<file path="src/rtl/ring_pkg.sv">
package ring_pkg;

   // Shift direction as seen on the dir_down pin
   typedef enum logic {
      DIR_UP   = 1'b0,
      DIR_DOWN = 1'b1
   } ring_dir_e;

   // Implementations of the illegal-code detector
   localparam int CHK_SCAN     = 0;  // running seen/duplicate chain
   localparam int CHK_POPCOUNT = 1;  // adder-based population count

endpackage

</file>
<file path="src/rtl/ring_seed_gate.sv">
// Entry-stage feedback for both directions: a stage at the ring entry is
// loaded with 1 only when every stage except the exit stage is empty.
module ring_seed_gate #(
   parameter int STAGES = 4
) (
   input  logic [STAGES-1:0] state,
   output logic              seed_up,
   output logic              seed_dn
);

   // up: exit stage is STAGES-1, watch stages 0..STAGES-2
   assign seed_up = ~|state[STAGES-2:0];
   // down: exit stage is 0, watch stages 1..STAGES-1
   assign seed_dn = ~|state[STAGES-1:1];

endmodule

</file>
<file path="src/rtl/ring_step_mux.sv">
// Per-stage neighbour select.
module ring_step_mux
   import ring_pkg::*;
(
   input  logic from_lo,
   input  logic from_hi,
   input  logic go_down,
   output logic nxt
);

   ring_dir_e dir;
   assign dir = ring_dir_e'(go_down);
   assign nxt = (dir == DIR_DOWN) ? from_hi : from_lo;

endmodule

</file>
<file path="src/rtl/ring_code_check.sv">
// Flags any code whose population count differs from one.
module ring_code_check
   import ring_pkg::*;
#(
   parameter int STAGES = 4,
   parameter int STYLE  = CHK_SCAN
) (
   input  logic [STAGES-1:0] code,
   output logic              bad
);

   if (STYLE == CHK_SCAN) begin : g_scan
      logic seen;
      logic dup;
      always_comb begin
         seen = 1'b0;
         dup  = 1'b0;
         for (int i = 0; i < STAGES; i++) begin
            dup  = dup | (seen & code[i]);
            seen = seen | code[i];
         end
         bad = dup | ~seen;
      end
   end else begin : g_popcount
      localparam int CW = $clog2(STAGES + 1);
      logic [CW-1:0] ones;
      always_comb begin
         ones = '0;
         for (int i = 0; i < STAGES; i++) begin
            ones = ones + CW'(code[i]);
         end
         bad = (ones != CW'(1));
      end
   end

endmodule

</file>
<file path="src/rtl/ring_walker.sv">
module ring_walker
   import ring_pkg::*;
#(
   parameter int STAGES      = 4,
   parameter int CHECK_STYLE = CHK_SCAN
) (
   input  logic              clk,
   input  logic              rst,
   input  logic              en,
   input  logic              dir_down,
   output logic [STAGES-1:0] ring_q,
   output logic              bad_code
);

   localparam logic [STAGES-1:0] START_CODE = STAGES'(1);

   if (STAGES < 2) begin : g_bad_stages
      $error("ring_walker: STAGES must be at least 2");
   end
   if (CHECK_STYLE != CHK_SCAN && CHECK_STYLE != CHK_POPCOUNT) begin : g_bad_style
      $error("ring_walker: CHECK_STYLE selects no detector");
   end

   logic [STAGES-1:0] state_q;
   logic [STAGES-1:0] state_nxt;
   logic              seed_up;
   logic              seed_dn;

   ring_seed_gate #(.STAGES(STAGES)) u_seed (
      .state   (state_q),
      .seed_up (seed_up),
      .seed_dn (seed_dn)
   );

   for (genvar i = 0; i < STAGES; i++) begin : g_stage
      logic from_lo;
      logic from_hi;
      if (i == 0) begin : g_lo_entry
         assign from_lo = seed_up;
      end else begin : g_lo_link
         assign from_lo = state_q[i-1];
      end
      if (i == STAGES - 1) begin : g_hi_entry
         assign from_hi = seed_dn;
      end else begin : g_hi_link
         assign from_hi = state_q[i+1];
      end
      ring_step_mux u_mux (
         .from_lo (from_lo),
         .from_hi (from_hi),
         .go_down (dir_down),
         .nxt     (state_nxt[i])
      );
   end

   always_ff @(posedge clk) begin
      if (rst) begin
         state_q <= START_CODE;
      end else if (en) begin
         state_q <= state_nxt;
      end
   end

   ring_code_check #(.STAGES(STAGES), .STYLE(CHECK_STYLE)) u_code (
      .code (state_q),
      .bad  (bad_code)
   );

   assign ring_q = state_q;

endmodule

</file>
<file path="config.mk">
export PLATFORM = sky130hd
export DESIGN_NAME = ring_walker
export DESIGN_NICKNAME = d
export VERILOG_FILES = /design/src/rtl/ring_pkg.sv /design/src/rtl/ring_seed_gate.sv /design/src/rtl/ring_step_mux.sv /design/src/rtl/ring_code_check.sv /design/src/rtl/ring_walker.sv
export SDC_FILE = /design/constraint.sdc
export NUM_CORES = 1
export LEC_CHECK = 0
export ABC_AREA = 1
export BUFFER_PORTS_ARGS = -buffer_cell sky130_fd_sc_hd__clkbuf_2
export CAP_MARGIN = 20
export CORE_AREA = 3 3 40 42
export DETAILED_ROUTE_END_ITERATION = 6
export DIE_AREA = 0 0 43 45
export PLACE_DENSITY_LB_ADDON = 0.05
export SLEW_MARGIN = 20
export SYNTH_ARGS = -nofsm -noshare
export SYNTH_HDL_FRONTEND = slang
export SYNTH_SLANG_ARGS = --single-unit
</file>
<file path="constraint.sdc">
create_clock -name clk -period 0.9 [get_ports clk]
set_input_delay 0.09 -clock clk [delete_from_list [all_inputs] [get_ports clk]]
set_output_delay 0.09 -clock clk [all_outputs]
set_load 0.005 [all_outputs]
</file>
==> summary.md <==
| Metric | Value |
|---|---|
| Clk sink count | 4 |
| Setup violators final | 3 |
| Period minus WS final | 1140 ps |
| Initial DRC count | 3 |
| Drt pass-1 iters | 3 |
| WP data required | 810 ps |
| Post-synthesis xor/xnor area fraction | 0% |
| Area contributors post-synth | dfxtp_1 (32%), nand2_1 (14%), a21oi_1 (12%), buf_4 (12%), inv_1 (6.1%) |
| Post-place instance area | 307 sq um |
| Layout cells sized above 1 | 54.0% |
| Compound-cell area share of the yosys netlist | 27.8% |
| Clock-pin slew on the worst setup and hold paths | 40 ps |
| Max-slew violations | 0 |
| CP max-delay cell | dfxtp_4 |
| Ant. Diodes | 0 |
| Fillers | 154 |
| Cell Chain, Critical Path | buf_4, a21oi_1, o211ai_1, buf_2 |
| Core ar. | 1280 sq um |
| Simple-gate share of the synthesized area | 17.2% |
| Synth Area in Adders | 0% |
| P_sw | 152 uW |
| Commonest cells post-synth | nand2_1 (9), a21oi_1 (6), buf_4 (4), dfxtp_1 (4), inv_1 (4) |
| Initial Utilization | 19.3% |
| Failing checks | setup timing |
| Cell area after layout | 372 sq um |
| Total CTS buffers | 3 |
| Yosys Warn Count | 0 |
| Hold path depth | 2 |
| Largest family of logic cells by synthesized area | compound AO/OA/AOI/OAI gates |
| Part of the power in registers | 36.9% |
| Die Span Y | 45 um |
| Syn Inst Count | 38 |
| Async SR Flop Fraction | 0% |
| Routability cong. | 0.672 |
| Post-synthesis mux area share | 0% |
| Largest net degree at the start of global routing | 8 |
| Drc violations | 0 |
| Cell taking the most area after synthesis | dfxtp_1 |
| Avg Cell Area, Syn | 6.52 sq um |
| Worst-path fanout max | 3 |
| Area delta synth->final | 50.0% |
| Internal power | 412 uW |
| Ys flop type | dfxtp_1 |
| DP HPWL | 492 um |
| CTS tree | done |
| DIE WIDTH | 43 um |
| Max clock buf depth | 2 |
| Yosys top cell area share | 32.3% |
| Htree depth | 1 |
| Power density over the cells | 1520 nW/um^2 |
| Outcome | finished with violations |
| WL final | 616 um |
| Total Power | 564 uW |
| VDD IR max | 0.525 mV |
| Routed Antenna Nets | 0 |
| Max incr delay on CP | 350 ps |
| GR Overflow Total | 0 |
| HP Class | in -> reg |
| Most common cell in the netlist | nand2_1 |
| Fmax | 877 MHz |
| Switching share of power | 26.9% |
| RSZ-0062 raised after global routing | true |
| Wirelength per Cell | 9.48 um |
| Number of synthesized register bits | 4 |
| Synth Net Count | 42 |
| Seq/Total Area, Yosys | 32.3% |
| Max reg flops | 4 |
| Setup crit start kind | register |
| Initial antenna violation count | 0 |
| Port bufs | 8 |
| Worst EP arrival | 1050 ps |
| Comb pwr share | 24.6% |
| Post-synth EDFFs | 0 |
| Final Skew | 0.315 ps |
| Leakage | 0.184 nW |
| Crit end category | primary output |
| IO Count | 9 |
| Worst Tran Pin Value | 175 ps |
| Slew headroom | 88.3% |
| Later-pin clock latency in the skew report | 230 ps |
| Synthesized area | 248 sq um |
| Root buffer cell | clkbuf_4 |
| Clock power share | 38.5% |
| Cts hold-fix bufs | 0 |
| Nets | 56 |
| Yosys cell types | 13 |
| Die ar. | 1940 sq um |
| Final Hold Vio Count | 0 |
| # rows | 13 |
| Via density | 4.00 |
| Setup ws final | -240 ps |
| Tot GR Track Use | 7.66% |
| Reg2reg path depth | 6 |
| Via count | 260 |
| Flop-to-flop setup slack | 0 ps |
| Critical path type | reg -> out |
| Vias in the first global route | 221 |
| Max-cap violations | 0 |
| First-pass GRT wire length | 993 um |
| Post-route clock period utilization | 127% |
per-stage QoR:
step | util, % | setup TNS [ps] | setup slack [ps] | instances | hold WS [ps]
after global routing | 28.9 | -566 | -341 | 65 | 59.4
after floorplan | - | 0 | 102 | 38 | 152
after CTS | 26.6 | -393 | -285 | 65 | 62.8
after global placement | 23.9 | -53.1 | -53.1 | 61 | 309
final | 28.9 | -254 | -240 | 65 | 68.1
after detailed placement | 23.9 | -77.3 | -77.3 | 61 | 311
what timing repair did:
item,in CTS,in global routing
setup endpoints to repair,3,6
gates resized for setup,3,12
setup buffers,1,1
pin swaps,2,4
critical path: cells and delay by family (launching register included):
kind            cells  cell delay [ps]
buf+inv             2              260
flops               1              350
compound gates      2              210
path summary, 6_finish.rpt:
kind | start | endpoint
min reg2reg | ring_q[3] | ring_q[3]
min | rst | ring_q[3]
max | ring_q[1] | bad_code
max reg2reg | ring_q[2] | ring_q[0]
area by class of cell:
type                            instances  area [sq um]  share of cell area [%]
Timing Repair Buffer                   13          87.6                    23.6
Multi-Input combinational cell         23           125                    33.7
Clock buffer                            3          22.5                    6.06
Sequential cell                         4          91.3                    24.6
Tap cell                               15          18.8                    5.05
Inverter                                7          26.3                    7.07
per-layer routing:
metal	global-route usage, %	routed length (um)	vias up
met4	7.23	10	0
li1	-	-	142
met5	0	0	-
met2	8.98	252	8
met1	9.40	297	108
met3	4.38	56	2
layout by cell type, fill, tap and decap left out:
| master | n |
|---|---|
| nand2_1 | 8 |
| a21oi_1 | 6 |
| clkbuf_2 | 6 |
| inv_2 | 4 |
| buf_4 | 4 |
| inv_1 | 3 |
| clkbuf_4 | 3 |
| dfxtp_4 | 3 |
| o21ai_1 | 2 |
| buf_6 | 2 |
| nor2_4 | 1 |
| nand2_2 | 1 |
| o211ai_1 | 1 |
| o21ai_2 | 1 |
| nand3_1 | 1 |
| a21oi_2 | 1 |
| o21bai_1 | 1 |
| buf_2 | 1 |
| dfxtp_1 | 1 |
power by group through the flow:
stage,clock [mW],combinational [mW],sequential [mW]
after global routing,0.242,0.159,0.211
after global placement,0,0.121,0.208
after floorplan,0,0.0752,0.207
after CTS,0.231,0.128,0.208
after detailed placement,0,0.121,0.208
final,0.218,0.139,0.208
cells by family after synthesis:
kind of cell,count (synthesis)
AOI/OAI and AO/OA,12
and+or+nand+nor,11
buffers and inverters,11
DFF,4
(Power assumes the default switching activity.)
